==> config.mk <==
export PLATFORM = sky130hd
export DESIGN_NAME = cmd_sequencer
export DESIGN_NICKNAME = d
export VERILOG_FILES = /design/src/rtl/cmdseq_pkg.sv /design/src/rtl/cmd_decode.sv /design/src/rtl/cmd_need.sv /design/src/rtl/cmd_wordbuf.sv /design/src/rtl/cmd_fsm.sv /design/src/rtl/cmd_sequencer.sv
export SDC_FILE = /design/constraint.sdc
export NUM_CORES = 1
export LEC_CHECK = 0
export ABC_AREA = 1
export BUFFER_PORTS_ARGS = -buffer_cell sky130_fd_sc_hd__buf_2
export CAP_MARGIN = 20
export CORE_AREA = 2 2 224 226
export CTS_BUF_LIST = sky130_fd_sc_hd__clkbuf_2 sky130_fd_sc_hd__clkbuf_4 sky130_fd_sc_hd__clkbuf_8
export CTS_CLUSTER_SIZE = 28
export DETAILED_ROUTE_END_ITERATION = 8
export DIE_AREA = 0 0 226 228
export PLACE_DENSITY = 0.55
export SLEW_MARGIN = 0
export SYNTH_ARGS = -nofsm -noshare
export SYNTH_HDL_FRONTEND = slang
export SYNTH_SLANG_ARGS = --single-unit
==> constraint.sdc <==
create_clock -name clk -period 1.8 [get_ports clk]
set_input_delay 0.09 -clock clk [delete_from_list [all_inputs] [get_ports clk]]
set_output_delay 0.09 -clock clk [all_outputs]
set_load 0.01 [all_outputs]
==> src/rtl/cmdseq_pkg.sv <==
package cmdseq_pkg;

    localparam int WORD_W = 32;
    localparam int OPW    = 4;

    typedef logic [OPW-1:0] cmd_code_t;

    // Opcode values decoded by the handler side.
    localparam cmd_code_t OP_NONE    = 4'd0;
    localparam cmd_code_t OP_CONFIG  = 4'd1;
    localparam cmd_code_t OP_ISSUE   = 4'd2;
    localparam cmd_code_t OP_UNPLUG  = 4'd3;
    localparam cmd_code_t OP_RINGS   = 4'd4;
    localparam cmd_code_t OP_DEVRST  = 4'd5;
    localparam cmd_code_t OP_BUSRST  = 4'd6;
    localparam cmd_code_t OP_MSGRING = 4'd7;
    localparam cmd_code_t OP_ADPRST  = 4'd8;
    localparam cmd_code_t OP_ABORT   = 4'd9;
    localparam int        OP_LIMIT   = 10;

    localparam logic [WORD_W-1:0] STAT_OK    = 32'h0000_0000;
    localparam logic [WORD_W-1:0] STAT_FAIL  = 32'hFFFF_FFFF;
    localparam logic [WORD_W-1:0] STAT_SHORT = 32'hFFFF_FFFE;

    typedef enum logic [1:0] {
        S_COLLECT  = 2'd0,
        S_DISPATCH = 2'd1,
        S_WAIT     = 2'd2
    } seq_state_t;

    function automatic int imax(input int a, input int b);
        return (a > b) ? a : b;
    endfunction

endpackage

==> src/rtl/cmd_decode.sv <==
module cmd_decode
    import cmdseq_pkg::*;
(
    input  logic [WORD_W-1:0] raw_i,
    output cmd_code_t         op_o
);
    logic in_range;

    always_comb begin
        in_range = (raw_i != '0) && (raw_i < WORD_W'(OP_LIMIT));
        op_o     = in_range ? raw_i[OPW-1:0] : OP_NONE;
    end
endmodule

==> src/rtl/cmd_need.sv <==
module cmd_need
    import cmdseq_pkg::*;
#(
    parameter int CONFIG_WORDS  = 6,
    parameter int RINGS_WORDS   = 10,
    parameter int DEVRST_WORDS  = 3,
    parameter int MSGRING_WORDS = 5,
    parameter int ABORT_WORDS   = 4,
    parameter int CNT_W         = 4
) (
    input  cmd_code_t        op_i,
    output logic [CNT_W-1:0] words_o
);
    always_comb begin
        unique case (op_i)
            OP_CONFIG:  words_o = CNT_W'(CONFIG_WORDS);
            OP_RINGS:   words_o = CNT_W'(RINGS_WORDS);
            OP_DEVRST:  words_o = CNT_W'(DEVRST_WORDS);
            OP_MSGRING: words_o = CNT_W'(MSGRING_WORDS);
            OP_ABORT:   words_o = CNT_W'(ABORT_WORDS);
            default:    words_o = '0;
        endcase
    end
endmodule

==> src/rtl/cmd_wordbuf.sv <==
module cmd_wordbuf
    import cmdseq_pkg::*;
#(
    parameter int DEPTH = 10,
    parameter int CNT_W = 4
) (
    input  logic                    clk,
    input  logic                    rst_n,
    input  logic                    we_i,
    input  logic [CNT_W-1:0]        idx_i,
    input  logic [WORD_W-1:0]       wdata_i,
    output logic [DEPTH*WORD_W-1:0] words_o
);
    for (genvar g = 0; g < DEPTH; g++) begin : g_slot
        logic [WORD_W-1:0] slot_q;
        always_ff @(posedge clk or negedge rst_n) begin
            if (!rst_n) begin
                slot_q <= '0;
            end else if (we_i && (idx_i == CNT_W'(g))) begin
                slot_q <= wdata_i;
            end
        end
        assign words_o[g*WORD_W +: WORD_W] = slot_q;
    end

    AST_NO_OVERFLOW: assert property (@(posedge clk) disable iff (!rst_n)
        we_i |-> (idx_i < CNT_W'(DEPTH)));
endmodule

==> src/rtl/cmd_fsm.sv <==
module cmd_fsm
    import cmdseq_pkg::*;
#(
    parameter int DEPTH = 10,
    parameter int CNT_W = 4
) (
    input  logic              clk,
    input  logic              rst_n,
    input  logic              wr_valid_i,
    input  logic              wr_sel_i,
    input  cmd_code_t         new_op_i,
    input  logic [CNT_W-1:0]  new_need_i,
    input  logic [CNT_W-1:0]  cur_need_i,
    input  logic              done_i,
    input  logic [WORD_W-1:0] result_i,
    output logic              wr_ready_o,
    output logic              buf_we_o,
    output cmd_code_t         cur_op_o,
    output logic [CNT_W-1:0]  cnt_o,
    output logic              start_o,
    output logic [WORD_W-1:0] status_o
);
    seq_state_t        state_q, state_d;
    cmd_code_t         cur_op_q;
    logic [CNT_W-1:0]  cnt_q;
    logic [CNT_W-1:0]  cnt_inc;
    logic [WORD_W-1:0] status_q;
    logic              wr_fire;

    assign wr_fire = wr_valid_i && (state_q == S_COLLECT);
    assign cnt_inc = cnt_q + CNT_W'(1);

    // Next-state logic.
    always_comb begin
        state_d = state_q;
        unique case (state_q)
            S_COLLECT: begin
                if (wr_fire) begin
                    if (!wr_sel_i) begin
                        if (new_need_i == '0) state_d = S_DISPATCH;
                    end else if (cnt_inc >= cur_need_i) begin
                        state_d = S_DISPATCH;
                    end
                end
            end
            S_DISPATCH: state_d = (cur_op_q == OP_NONE) ? S_COLLECT : S_WAIT;
            S_WAIT:     if (done_i) state_d = S_COLLECT;
            default:    state_d = S_COLLECT;
        endcase
    end

    // State register.
    always_ff @(posedge clk or negedge rst_n) begin
        if (!rst_n) state_q <= S_COLLECT;
        else        state_q <= state_d;
    end

    // Command, counter and status registers.
    always_ff @(posedge clk or negedge rst_n) begin
        if (!rst_n) begin
            cur_op_q <= OP_NONE;
            cnt_q    <= '0;
            status_q <= STAT_OK;
        end else begin
            unique case (state_q)
                S_COLLECT: begin
                    if (wr_fire) begin
                        if (!wr_sel_i) begin
                            cur_op_q <= new_op_i;
                            cnt_q    <= '0;
                            status_q <= STAT_SHORT;
                        end else begin
                            cnt_q <= cnt_inc;
                        end
                    end
                end
                S_DISPATCH: begin
                    if (cur_op_q == OP_NONE) begin
                        status_q <= STAT_FAIL;
                        cnt_q    <= '0;
                    end
                end
                S_WAIT: begin
                    if (done_i) begin
                        status_q <= result_i;
                        cur_op_q <= OP_NONE;
                        cnt_q    <= '0;
                    end
                end
                default: ;
            endcase
        end
    end

    // Outputs.
    always_comb begin
        wr_ready_o = (state_q == S_COLLECT);
        buf_we_o   = wr_fire && wr_sel_i;
        start_o    = (state_q == S_DISPATCH) && (cur_op_q != OP_NONE);
        cur_op_o   = cur_op_q;
        cnt_o      = cnt_q;
        status_o   = status_q;
    end

    AST_CNT_BOUND: assert property (@(posedge clk) disable iff (!rst_n)
        cnt_q <= CNT_W'(DEPTH));
    AST_START_PULSE: assert property (@(posedge clk) disable iff (!rst_n)
        start_o |=> !start_o);
    AST_BUSY_BLOCKS: assert property (@(posedge clk) disable iff (!rst_n)
        start_o |=> !wr_ready_o);
    AST_OPCODE_SHORT: assert property (@(posedge clk) disable iff (!rst_n)
        (wr_valid_i && wr_ready_o && !wr_sel_i) |=> (status_o == STAT_SHORT));
    AST_IDLE_STABLE: assert property (@(posedge clk) disable iff (!rst_n)
        (wr_ready_o && !wr_valid_i) |=> $stable(status_o));
    AST_DONE_RESULT: assert property (@(posedge clk) disable iff (!rst_n)
        (state_q == S_WAIT && done_i) |=> (status_o == $past(result_i)));
    AST_OP_HELD: assert property (@(posedge clk) disable iff (!rst_n)
        (state_q == S_WAIT && !done_i) |=> $stable(cur_op_o));
endmodule

==> src/rtl/cmd_sequencer.sv <==
module cmd_sequencer
    import cmdseq_pkg::*;
#(
    parameter int CONFIG_WORDS  = 6,
    parameter int RINGS_WORDS   = 10,
    parameter int DEVRST_WORDS  = 3,
    parameter int MSGRING_WORDS = 5,
    parameter int ABORT_WORDS   = 4,
    localparam int DEPTH = imax(imax(imax(CONFIG_WORDS, RINGS_WORDS),
                                     imax(DEVRST_WORDS, MSGRING_WORDS)),
                                imax(ABORT_WORDS, 1)),
    localparam int CNT_W = $clog2(DEPTH + 1)
) (
    input  logic                    clk,
    input  logic                    rst_n,
    input  logic                    wr_valid,
    output logic                    wr_ready,
    input  logic                    wr_sel,
    input  logic [31:0]             wr_data,
    output logic                    hdl_start,
    output logic [3:0]              hdl_opcode,
    output logic [CNT_W-1:0]        hdl_count,
    output logic [DEPTH*32-1:0]     hdl_words,
    input  logic                    hdl_done,
    input  logic [31:0]             hdl_result,
    output logic [31:0]             cmd_status
);
    cmd_code_t        new_op;
    cmd_code_t        cur_op;
    logic [CNT_W-1:0] new_need;
    logic [CNT_W-1:0] cur_need;
    logic [CNT_W-1:0] cnt;
    logic             buf_we;

    cmd_decode u_decode (
        .raw_i (wr_data),
        .op_o  (new_op)
    );

    cmd_need #(
        .CONFIG_WORDS (CONFIG_WORDS),
        .RINGS_WORDS  (RINGS_WORDS),
        .DEVRST_WORDS (DEVRST_WORDS),
        .MSGRING_WORDS(MSGRING_WORDS),
        .ABORT_WORDS  (ABORT_WORDS),
        .CNT_W        (CNT_W)
    ) u_need_new (
        .op_i    (new_op),
        .words_o (new_need)
    );

    cmd_need #(
        .CONFIG_WORDS (CONFIG_WORDS),
        .RINGS_WORDS  (RINGS_WORDS),
        .DEVRST_WORDS (DEVRST_WORDS),
        .MSGRING_WORDS(MSGRING_WORDS),
        .ABORT_WORDS  (ABORT_WORDS),
        .CNT_W        (CNT_W)
    ) u_need_cur (
        .op_i    (cur_op),
        .words_o (cur_need)
    );

    cmd_fsm #(
        .DEPTH (DEPTH),
        .CNT_W (CNT_W)
    ) u_fsm (
        .clk        (clk),
        .rst_n      (rst_n),
        .wr_valid_i (wr_valid),
        .wr_sel_i   (wr_sel),
        .new_op_i   (new_op),
        .new_need_i (new_need),
        .cur_need_i (cur_need),
        .done_i     (hdl_done),
        .result_i   (hdl_result),
        .wr_ready_o (wr_ready),
        .buf_we_o   (buf_we),
        .cur_op_o   (cur_op),
        .cnt_o      (cnt),
        .start_o    (hdl_start),
        .status_o   (cmd_status)
    );

    cmd_wordbuf #(
        .DEPTH (DEPTH),
        .CNT_W (CNT_W)
    ) u_buf (
        .clk     (clk),
        .rst_n   (rst_n),
        .we_i    (buf_we),
        .idx_i   (cnt),
        .wdata_i (wr_data),
        .words_o (hdl_words)
    );

    assign hdl_opcode = cur_op;
    assign hdl_count  = cnt;
endmodule

* Yosys cells after proc, flatten, opt, wreduce, memory -nomap -nowiden
Cells that the tools add are included.
** Storage, ports and cells
- Flip-flop bits (word level) :: 362
- Input port bits :: 69
- Output and inout bits :: 362
- Logic and storage cells :: 93
** Cells by class
- Add/subtract/negate cells :: 1
- $lt $le $gt $ge :: 2
- Equal/unequal tests :: 27
- Multiplexer cells :: 23
- Reduce and logical (&&, ||, !) cells :: 26
** Operators by type and width (count)
- $mux W32 :: 4
- $pmux W32 S3 :: 1
- $eq A4 B3 Y1 const B :: 10
- $pmux W4 S5 :: 2
- $lt A32 B4 Y1 const B :: 1
- $reduce_bool A32 Y1 :: 1
- $mux W4 :: 7
- $eq A4 B4 Y1 const B :: 4
- $logic_and A1 B1 Y1 :: 14
- $eq A4 B1 Y1 const B :: 3
- $logic_not A4 Y1 :: 3
- $mux W2 :: 6
- $pmux W4 S3 :: 1
- $reduce_and A4 Y1 :: 3
- $eq A4 B2 Y1 const B :: 2
- $pmux W4 S2 :: 1
- $pmux W2 S3 :: 1
- $reduce_and A5 Y1 :: 1
- $add A4 B1 Y4 const B :: 1
- $ge A4 B4 Y1 :: 1
- $ne A2 B1 Y1 const B :: 2
- $ne A2 B2 Y1 const B :: 2
- $reduce_bool A4 Y1 :: 1
- $ne A3 B1 Y1 const B :: 1
- other kinds (6) :: 6

* Depth between registers and ports, before layout
Gate-level depths: netlist of the first run.
- Depth after elaboration :: 10
- Gate-level depth with buffers :: 13
- Gate-level depth less buffers :: 13

* Modules after synthesis
A second synthesis of the first run with hierarchy kept.
** Second synthesis, totals
- Cells, all modules :: 1874
- Area total of the unflattened synthesis :: 15707.6 µm²
** Modules (own cells, without submodules)
- cmd_wordbuf :: instances 1, cells each 1507, area each 13128.8 µm², seq. area each 8007.7 µm²
- cmd_fsm :: instances 1, cells each 306, area each 2327.2 µm², seq. area each 1051.0 µm²
- cmd_decode :: instances 1, cells each 37, area each 153.9 µm², seq. area each 0.0 µm²
- cmd_need :: instances 2, cells each 12, area each 48.8 µm², seq. area each 0.0 µm²

* Worst setup path after synthesis of the first run
OpenSTA, ideal clock, no wires.
- Path type :: reg2reg
- From :: register u_fsm.state_q[0]
- To :: register u_buf.g_slot[4].slot_q[15]
- Library setup time :: 0.128 ns
- Data arrival time :: 1.840 ns
- Data required time :: 1.672 ns
- Setup slack :: -0.168 ns
- Cell stages (with the launch flop) :: 9
- Buffers on the path :: 1
- Clock period less this slack :: 1.968 ns
- Cells stage by stage :: dfrtp_1 inv_1 ha_1 nand2_2 inv_4 nand2_8 nor2_8 buf_12 mux2_1
** Between the ends
- Cells in the longest elaborated chain, start to end :: 4
** RTL lines
- start, declared :: RTL line cmd_fsm.sv:23 : seq_state_t state_q, state_d;
- start signal, assigned :: RTL line cmd_fsm.sv:55 : else state_q <= state_d;
- $logic_not A2 Y1
- named net wr_ready :: RTL line cmd_sequencer.sv:17 : output logic wr_ready,
- $logic_and A1 B1 Y1 :: RTL line cmd_fsm.sv:30 : assign wr_fire = wr_valid_i && (state_q == S_COLLECT);
- $logic_and A1 B1 Y1 :: RTL line cmd_fsm.sv:98 : buf_we_o = wr_fire && wr_sel_i;
- $logic_and A1 B1 Y1 :: RTL line cmd_wordbuf.sv:19 : end else if (we_i && (idx_i == CNT_W'(g))) begin
- end signal, assigned :: RTL line cmd_wordbuf.sv:20 : slot_q <= wdata_i;
- end, declared :: RTL line cmd_wordbuf.sv:15 : logic [WORD_W-1:0] slot_q;
The timed path passes the listed nets, and every way through them passes these cells.
A chain may end at the register's enable or synchronous reset.

* Final worst setup path of the first run
- From :: register u_fsm.state_q[1]
- To :: register u_buf.g_slot[4].slot_q[25]
** Between the ends
- Cells in the longest elaborated chain, start to end :: 4
** RTL lines (RTL line)
- $logic_not A2 Y1 :: cmd_fsm.sv:30
- $logic_and A1 B1 Y1 :: cmd_fsm.sv:30
- $logic_and A1 B1 Y1 :: cmd_fsm.sv:98
- $logic_and A1 B1 Y1 :: cmd_wordbuf.sv:19
Every way passes these cells.

==> impl_metrics.yaml, run 1 <==
run_status:
  status: "finished with violations"
  failed_checks: "negative setup slack"
sta:
  max_slew_margin_pct: 58.9
  setup_viol: 180
  hold_viol_final: 0
  layout_min_cycle_time_ns: 1.90
  tns_ns: -7.87
  worst_pin_slew_ns: 0.613
  skew_ns: 0.0246
  rsz0062_at_grt: "true"
  worst_hold_slack_ns: 0.126
  finalWorstSetupSlack_ns: -0.0981
  fmax_ghz: 0.527
  slew_viol_final: 0
  period_share_pct: 105
layout:
  nets: 1855
  fillCellCount: 4653
  layout-drive-gt1-share_pct: 49.9
  seqCellArea_sq_um: 9060
  fin_cells: 2493
  area_growth_syn_to_layout_pct: 46.2
  multi_input_area_sq_um: 5340
clock_tree:
  insertion_delay_ns: 0.64
  clkTransAtPathRegs_ns: 0.06
  cts_buffers: 60
  cts-root-buf: "clkbuf_8"
  tritoncts: "built"
  clock-sinks: 362
  htreeDepth: 2
  cts_buffer_depth: 3
grt:
  grt_first_pass_wirelength_mm: 73.2
  grt_max_degree: 50
  grtUsageTotal_pct: 19.1
  grt_pass1_vias: 11300
  grt_overflow: 0
  antenna_found_initial: 2
synthesis:
  avgSynthCellArea_sq_um: 12.5
  synth_cell_types: 33
  syn_area_sq_um: 14600
  syn_nets: 1243
  yosys_warnings: 0
  synth-seq-area-share_pct: 62.2
  synth_cells: 1162
  ys_seq_elements: 362
die:
  core_area_sq_um: 49300
  rows: 82
  start_util_pct: 29.5
  die_x_um: 226
  fp.dieH_um: 228
  pin_count: 431
  dieArea_sq_um: 51500
run:
  drv_cap: 0
setup_path:
  startpoint: "u_fsm.state_q[1]"
  worstPathCellList: "inv_2 -> buf_6 -> ha_4 -> nand2_4 -> inv_8 -> nand2_8 -> nor2_8 -> clkbuf_16 -> mux2_4"
  path_class: "reg2reg"
  crit_path_max_fanout: 8
  arrival_ns: 2.41
  crit_buf_inv: 4
  cp-endpoint: "u_buf.g_slot[4].slot_q[25]"
  cp.depth: 9
  r2r_end: "u_buf.g_slot[4].slot_q[25]"
  r2r_cells: 9
  cp_slowest_stage_delay_ns: 0.38
  worstReg2RegStart: "u_fsm.state_q[1]"
  cp-end-kind: "flip-flop"
  start_kind: "flip-flop"
  reg2reg_setup_slack_ns: -0.1
  crit_required_ns: 2.32
  crit_family: "buffers and inverters"
  slowest_stage: "dfrtp_1"
pwr:
  pwr-share-comb_pct: 32.2
  p_int_uw: 18700
  p_per_area_nw_per_um2: 1310
  ir_drop_v: 0.000812
  switching_share_pct: 33.0
  switching_power_uw: 9210
  total_power_uw: 27900
  p_seq_share_pct: 40.8
  p_clk_share_pct: 27.0
  leakagePower_uw: 0.0110
placed_design:
  hpwlAfterDp_mm: 33.9
  dpl_worst_slack_ns: -0.0795
  dp.cells: 2280
  port_buffers: 430
  globalplace.congestion: 0.816
routing:
  dr.first_iter.drc_count: 668
  viasPerCell: 4.53
  vias: 11300
  drt_first_pass_iters: 5
  drc: 0
  drtAntennaViolNets: 0
  totalWireLength_mm: 51.6
  routedWlPerCell_um: 20.7
worst_hold_path:
  min_path_type: "in2async"
[power groups by stage]
| stage | clock, uW | combinational, uW | sequential [uW] |
|---|---|---|---|
| floorplan | 0 | 3220 | 12300 |
| global placement | 0 | 7800 | 11400 |
| detailed placement | 0 | 7920 | 11500 |
| CTS | 7750 | 8600 | 11400 |
| global route | 8130 | 9680 | 11600 |
| finish | 7530 | 8980 | 11400 |
[metrics by stage]
stage / util [%] / instance area [sq um]
floorplan: - / 14700
global placement: 36.7 / 18100
detailed placement: 36.7 / 18100
CTS: 41.8 / 20600
global route: 43.2 / 21300
finish: 43.2 / 21300
[worst min-delay path, stage by stage]
cell and delay [ns]:
dlygate4sd3_1 0.56, buf_8 0.23, buf_12 0.24
[Yosys cell counts]
cell,instances,area share [%]
nand2_8,1,0.14
inv_4,1,0.043
buf_2,4,0.14
o21a_1,31,1.6
inv_1,31,0.80
ha_1,12,1.0
mux2_1,16,1.2
a211oi_1,1,0.052
buf_4,15,0.77
mux2_2,125,9.7
nor2_8,10,1.4
o41ai_1,1,0.060
nand2_1,65,1.7
xnor2_1,1,0.060
clkbuf_1,33,0.85
inv_2,2,0.052
nor3_1,2,0.069
dfrtp_1,362,62
nand3_1,41,1.4
xor2_1,1,0.060
nor2_1,169,4.4
buf_12,4,0.55
mux2_4,39,4.0
a31oi_1,1,0.043
clkinv_1,5,0.13
nor2_4,1,0.077
o21ai_0,9,0.31
nand4_1,4,0.17
a21oi_1,142,4.9
nand2_2,2,0.086
buf_6,24,1.9
a21boi_0,1,0.052
o22ai_1,6,0.26
[per-layer routing]
metal  global-route usage, %  vias to the layer above  part of all wire [%]
li1                        -                     5141                     -
met1                    25.7                     5710                    44
met2                    30.8                      363                    48
met3                    3.80                       79                   5.4
met4                    6.11                        0                   2.5
met5                       0                        -                     0
[worst min-delay path by stage]
stage | from | to | slack, ns | cells past startpoint
2_1_floorplan | rst_n | u_buf.g_slot[0].slot_q[0] | -0.21 | 0
3_3_place_gp | rst_n | u_buf.g_slot[3].slot_q[13] | 0.008 | 1
3_5_place_dp | rst_n | u_buf.g_slot[3].slot_q[12] | 0.01 | 1
4_1_cts | rst_n | u_buf.g_slot[3].slot_q[12] | 0.09 | 3
5_1_grt | rst_n | u_buf.g_slot[4].slot_q[12] | 0.12 | 3
6_report | rst_n | u_buf.g_slot[4].slot_q[12] | 0.13 | 3
[cell usage in the layout (no fill, tap or decap), drive strengths merged, types with 6 or more instances in the layout]
cell type | synthesis | final
a21oi | 142 | 142
buf | 47 | 546
clkbuf | 33 | 108
clkinv | 5 | 14
dfrtp | 362 | 362
dlygate4sd3 | 0 | 69
ha | 12 | 12
inv | 34 | 34
mux2 | 180 | 180
nand2 | 68 | 69
nand3 | 41 | 41
nor2 | 180 | 180
o21a | 31 | 31
o21ai | 9 | 9
o22ai | 6 | 6
[cells by family after synthesis]
logic type	count (synthesis)	synth area share, %
AOI/OAI and AO/OA	192	7.25
DFF	362	62.2
adders and majority gates	12	1.03
xor gates and xnor gates	2	0.120
buffers and inverters	119	5.19
and+or+nand+nor	295	9.35
muxes	180	14.9
[cell type report]
class | instances | share of cell area, %
antenna | 1 | 0.0117
inverter | 39 | 0.746
clock inverter | 14 | 0.405
multi-input combinational | 682 | 25.0
clock buffer | 94 | 5.49
timing repair buffer | 629 | 21.8
tap | 672 | 3.95
sequential | 362 | 42.5
[registers in the layout, indices dropped and copies added, names as in the netlist]
register / cells
u_buf.g_slot.slot_q: 320
u_fsm.status_o: 32
u_fsm.cnt_o: 4
u_fsm.cur_op_o: 4
u_fsm.state_q: 2
[timing repair]
item,CTS,global route
gates cloned,5,15
buffers inserted,11,7
hold buffers,70,0
pin swaps,5,7
resized for setup,85,86
hold endpoints to repair,701,0
setup endpoints to repair,140,350
No activity file was read; power rests on OpenSTA's default activity.
==> run 2: changes to the inputs <==
--- a/config.mk
+++ b/config.mk
@@ -8,12 +8,13 @@
 export ABC_AREA = 1
 export BUFFER_PORTS_ARGS = -buffer_cell sky130_fd_sc_hd__buf_2
 export CAP_MARGIN = 20
-export CORE_AREA = 2 2 224 226
+export CORE_AREA = 2 2 205 247
 export CTS_BUF_LIST = sky130_fd_sc_hd__clkbuf_2 sky130_fd_sc_hd__clkbuf_4 sky130_fd_sc_hd__clkbuf_8
 export CTS_CLUSTER_SIZE = 28
 export DETAILED_ROUTE_END_ITERATION = 8
-export DIE_AREA = 0 0 226 228
+export DIE_AREA = 0 0 207 249
 export PLACE_DENSITY = 0.55
+export SETUP_SLACK_MARGIN = 0.4
 export SLEW_MARGIN = 0
 export SYNTH_ARGS = -nofsm -noshare
 export SYNTH_HDL_FRONTEND = slang
==> run 2 against run 1 <==
The flow still finishes with violations (negative setup slack). Clock skew is 0.0041 ns lower. Clock-buffer cell count rose by 2. Clock power grew 2%. Critical endpoint is now u_buf.g_slot[1].slot_q[8].
==> impl_metrics.yaml, run 2 (same netlist as run 1, synthesis figures left out) <==
run_status:
  status: "finished with violations"
  failed_checks: "negative setup slack"
setup_path:
  arrival_ns: 2.41
  crit_buf_inv: 4
  start_kind: "flip-flop"
  crit_top_cell: "buf_12"
  cp-end-kind: "flip-flop"
  path_class: "reg2reg"
  worstPathCellList: "inv_4 -> ha_4 -> nand2_4 -> inv_8 -> buf_12 -> nand2_8 -> nor2_8 -> buf_12 -> mux2_2"
  slowest_stage: "dfrtp_2"
  reg2reg_setup_slack_ns: -0.10
  r2r_end: "u_buf.g_slot[1].slot_q[8]"
  r2r_cells: 9
  crit_required_ns: 2.31
  crit_family: "buffers and inverters"
  worstReg2RegStart: "u_fsm.state_q[0]"
  cp_slowest_stage_delay_ns: 0.43
  crit_path_max_fanout: 9
layout:
  top_register: "u_buf.g_slot.slot_q"
  largest_reg_flops: 320
  final_common_cell: "buf_2"
  area_growth_syn_to_layout_pct: 59.2
  fin_cells: 2480
  nets: 1880
  fillCellCount: 4391
  layout-drive-gt1-share_pct: 62.8
  layout_common_cells: "428 x buf_2, 357 x dfrtp_1, 158 x mux2_4, 124 x a21oi_2, 78 x nor2_1"
  final_design_area_no_fill_sq_um: 23200
pwr:
  leakagePower_uw: 0.0115
  p_per_area_nw_per_um2: 1270
  ir_drop_v: 0.000807
sta:
  max_slew_margin_pct: 47.3
  layout_min_cycle_time_ns: 1.90
  slew_viol_final: 0
  period_share_pct: 106
  fmax_ghz: 0.526
  rsz0062_at_grt: "true"
  finalWorstSetupSlack_ns: -0.103
  worst_pin_slew_ns: 0.786
  worst_hold_slack_ns: 0.0655
  hold_viol_final: 0
  skew_ns: 0.0205
  setup_viol: 240
placed_design:
  port_buffers: 430
  dp.cells: 2242
  dpl_cell_area_sq_um: 18600
  globalplace.congestion: 0.781
  hpwlAfterDp_mm: 34.6
routing:
  drt_first_pass_iters: 4
  drtAntennaViolNets: 0
  routedWlPerCell_um: 22.2
  dr.first_iter.drc_count: 427
  viasPerCell: 4.72
  totalWireLength_mm: 55.1
  vias: 11700
  drc: 0
worst_hold_path:
  min_from: "wr_data[7]"
  min_path_type: "in2reg"
  worstHoldEndpoint: "u_fsm.cur_op_o[2]"
  worstHoldPathCells: 6
die:
  start_util_pct: 29.7
  pin_count: 431
  fp.dieH_um: 249
  rows: 89
  die_x_um: 207
  core_area_sq_um: 49000
  dieArea_sq_um: 51500
clock_tree:
  cts_buffer_depth: 3
  insertion_delay_ns: 0.64
  tritoncts: "built"
  htreeDepth: 2
  clock-sinks: 362
  cts-root-buf: "clkbuf_8"
  clkTransAtPathRegs_ns: 0.06
  cts_buffers: 59
grt:
  grt_pass1_vias: 11400
  grtUsageTotal_pct: 18.8
  antenna_found_initial: 1
  grt_first_pass_wirelength_mm: 73.5
  grt_max_degree: 55
  grt_overflow: 0
run:
  drv_cap: 0
run 2: how the worst max path moves through the flow:
stage	from	end	slack, ns	depth (start not counted)
finish	u_fsm.state_q[0]	u_buf.g_slot[1].slot_q[8]	-0.10	9
global route	u_fsm.cnt_o[0]	u_fsm.state_q[0]	-0.18	12
CTS	u_fsm.state_q[1]	hdl_start	-0.06	6
detailed placement	u_fsm.cnt_o[1]	u_fsm.state_q[0]	-0.03	12
global placement	u_fsm.state_q[1]	u_buf.g_slot[4].slot_q[2]	-0.01	8
floorplan	u_fsm.state_q[1]	u_buf.g_slot[3].slot_q[17]	-0.001	8
run 2: report_power, final:
| part | leakage (uW) | switching (uW) | internal [uW] |
|---|---|---|---|
| logic | 0.00611 | 5070 | 5210 |
| clock network | 0.000663 | 3430 | 4250 |
| registers | 0.00471 | 1420 | 10200 |
run 2: area by class of cell:
| cell class | count | area [sq um] | area share (%) |
|---|---|---|---|
| Sequential cell | 362 | 9060 | 39.1 |
| Multi-Input combinational cell | 682 | 6560 | 28.3 |
| Timing Repair Buffer | 655 | 5360 | 23.1 |
| Clock buffer | 96 | 1170 | 5.05 |
| Tap cell | 637 | 797 | 3.44 |
| Inverter | 39 | 161 | 0.696 |
| Clock inverter | 8 | 85.1 | 0.367 |
| Antenna cell | 1 | 2.50 | 0.0108 |
run 2: what timing repair did:
action	in CTS	in global routing
setup endpoints to repair	369	369
gates resized for setup	63	321
hold buffers	67	0
buffers inserted	11	15
cloned	3	37
hold endpoints to repair	677	0
pin swaps	2	10
run 2: per-layer routing:
| layer | part of all wire [%] | track usage [%] |
|---|---|---|
| met2 | 49 | 31.6 |
| met5 | 0 | 0 |
| met4 | 3.9 | 7.71 |
| met1 | 41 | 23.2 |
| met3 | 5.3 | 4.20 |
run 2: metrics by stage:
stage	TNS, ns	power, uW	setup slack [ns]	util [%]
2_1_floorplan	-0.0420	15900	-0.00112	-
3_3_place_gp	-0.272	19600	-0.0124	38.0
3_5_place_dp	-0.194	19800	-0.0292	38.0
4_1_cts	-2.76	28000	-0.0611	42.8
5_1_grt	-25.43	31000	-0.179	47.3
6_report	-7.99	29600	-0.103	47.3
run 2: tightest hold or removal path, stage by stage:
cell	delay, ns
buf_2	0.11
nor2_1	0.05
nand4_1	0.13
nor2_1	0.08
nand3_1	0.11
o22ai_1	0.10
==> run 3: changes to the inputs <==
--- a/config.mk
+++ b/config.mk
@@ -14,6 +14,7 @@
 export DETAILED_ROUTE_END_ITERATION = 8
 export DIE_AREA = 0 0 207 249
 export PLACE_DENSITY = 0.55
+export REMOVE_ABC_BUFFERS = 1
 export SETUP_SLACK_MARGIN = 0.4
 export SLEW_MARGIN = 0
 export SYNTH_ARGS = -nofsm -noshare
==> run 3 against run 2 <==
The flow still finishes with violations (negative setup slack). Clock-buffer cell count decreased by 9. Die area stayed put. First-iteration DRC count up 22%. Final area rose by 2.0%.
==> impl_metrics.yaml, run 3 (same netlist as run 1, synthesis figures left out) <==
grt:
  grtUsageTotal_pct: 18.3
  grt_pass1_vias: 11500
  antenna_found_initial: 1
  grt_max_degree: 63
  grt_first_pass_wirelength_mm: 72.7
  grt_overflow: 0
layout:
  layout_common_cells: "427 x buf_2, 359 x dfrtp_1, 175 x mux2_4, 96 x a21oi_2"
  fin_cells: 2532
  final_common_cell: "buf_2"
  top_register: "u_buf.g_slot.slot_q"
  fillCellCount: 4385
  largest_reg_flops: 320
  layout-drive-gt1-share_pct: 62.9
  area_growth_syn_to_layout_pct: 62.3
  nets: 1926
  final_design_area_no_fill_sq_um: 23700
setup_path:
  r2r_cells: 6
  worstPathCellList: "inv_2 -> ha_1 -> nand3_2 -> nor2_8 -> buf_12 -> mux2_4"
  slowest_stage: "dfrtp_2"
  arrival_ns: 2.43
  path_class: "reg2reg"
  cp-end-kind: "flip-flop"
  crit_path_max_fanout: 14
  start_kind: "flip-flop"
  crit_required_ns: 2.32
  cp_slowest_stage_delay_ns: 0.46
clock_tree:
  cts-root-buf: "clkbuf_8"
  htreeDepth: 2
  clock-sinks: 362
  tritoncts: "built"
  cts_buffer_depth: 3
  clkTransAtPathRegs_ns: 0.07
  cts_buffers: 59
  insertion_delay_ns: 0.65
placed_design:
  hpwlAfterDp_mm: 33.8
  port_buffers: 430
  globalplace.congestion: 0.834
  dpl_worst_slack_ns: -0.194
  dp.cells: 2261
  dpl_cell_area_sq_um: 18100
sta:
  setup_viol: 245
  layout_min_cycle_time_ns: 1.91
  hold_viol_final: 0
  rsz0062_at_grt: "true"
  finalWorstSetupSlack_ns: -0.112
  skew_ns: 0.0191
  fmax_ghz: 0.523
  worst_pin_slew_ns: 0.543
  max_slew_margin_pct: 63.6
  slew_viol_final: 0
  period_share_pct: 106
  tns_ns: -11.62
run:
  drv_cap: 0
routing:
  dr.first_iter.drc_count: 523
  totalWireLength_mm: 57.1
  vias: 11900
  routedWlPerCell_um: 22.6
  drtAntennaViolNets: 0
  drc: 0
  viasPerCell: 4.69
  drt_first_pass_iters: 4
run_status:
  status: "finished with violations"
  failed_checks: "negative setup slack"
worst_hold_path:
  min_path_type: "in2reg"
  worstHoldPathCells: 5
die:
  fp.dieH_um: 249
  rows: 89
  dieArea_sq_um: 51500
  start_util_pct: 29.7
  core_area_sq_um: 49000
  pin_count: 431
  die_x_um: 207
pwr:
  total_power_uw: 30200
  ir_drop_v: 0.000868
  p_per_area_nw_per_um2: 1280
  leakagePower_uw: 0.0118
[run 3: changes by cell type in the layout (fill, tap and decap cells not counted), moves of 18 or more]
cell     change
a21oi_1     +27
nand3_1     +18
nand3_2     -19
nor2_2      +26
buf_8       +22
a21oi_2     -28
nor2_1      -25
[run 3: routing by layer]
metal | GRT usage (%) | wire length (um) | share of wire, % | up-vias
li1 | - | - | - | 5301
met1 | 23.3 | 23800 | 42 | 6062
met2 | 30.2 | 28000 | 49 | 414
met3 | 4.30 | 3210 | 5.6 | 106
met4 | 7.33 | 2020 | 3.5 | 0
met5 | 0 | 0 | 0 | -
[run 3: path summary, 6_finish.rpt]
path | slack [ns] | endpoint | startpoint
hold reg to reg | 0.48 | u_fsm.status_o[19] | u_fsm.status_o[19]
min in group asynchronous | 0.15 | u_buf.g_slot[8].slot_q[31] | rst_n
setup reg to reg | -0.11 | u_buf.g_slot[9].slot_q[17] | u_fsm.cnt_o[1]
max in group asynchronous | 1.18 | u_buf.g_slot[3].slot_q[25] | rst_n
setup / recovery | -0.11 | u_buf.g_slot[9].slot_q[17] | u_fsm.cnt_o[1]
hold / removal | 0.12 | u_fsm.cur_op_o[1] | wr_valid
[run 3: critical path, delay by kind of cell, from the launching register on]
| family | cells | cell delay [ns] |
|---|---|---|
| DFF | 1 | 0.46 |
| adders and majority gates | 1 | 0.26 |
| buffers and inverters | 2 | 0.33 |
| and+or+nand+nor | 2 | 0.41 |
| muxes | 1 | 0.31 |
[run 3: timing repair]
item,in CTS,in global routing
buffers inserted,23,39
pin swaps,6,15
endpoints found under the setup margin,368,369
resized for setup,25,574
hold buffers,68,0
hold endpoints to repair,716,0
gates cloned,2,28
[run 3: through the flow]
stage / util, % / hold WS [ns]
after global placement: 37.0 / 0.0345
final: 48.3 / 0.119
after global routing: 48.3 / 0.0992
after detailed placement: 37.0 / 0.0364
after floorplan: - / -0.206
after CTS: 41.9 / 0.0463
[run 3: area by class of cell]
class / instances / area (sq um) / share of cell area, %
clock buffer: 87 / 1120 / 4.72
multi-input combinational: 682 / 6490 / 27.4
antenna: 1 / 2.50 / 0.0106
timing repair buffer: 701 / 5780 / 24.4
clock inverter: 23 / 249 / 1.05
tap: 637 / 797 / 3.37
inverter: 39 / 156 / 0.661
sequential: 362 / 9060 / 38.3
[run 3: report_power, final]
part           internal [uW]  switching [uW]  total (uW)
Combinational           5290            5030       10300
Clock                   4710            3520        8230
Sequential             10200            1500       11700
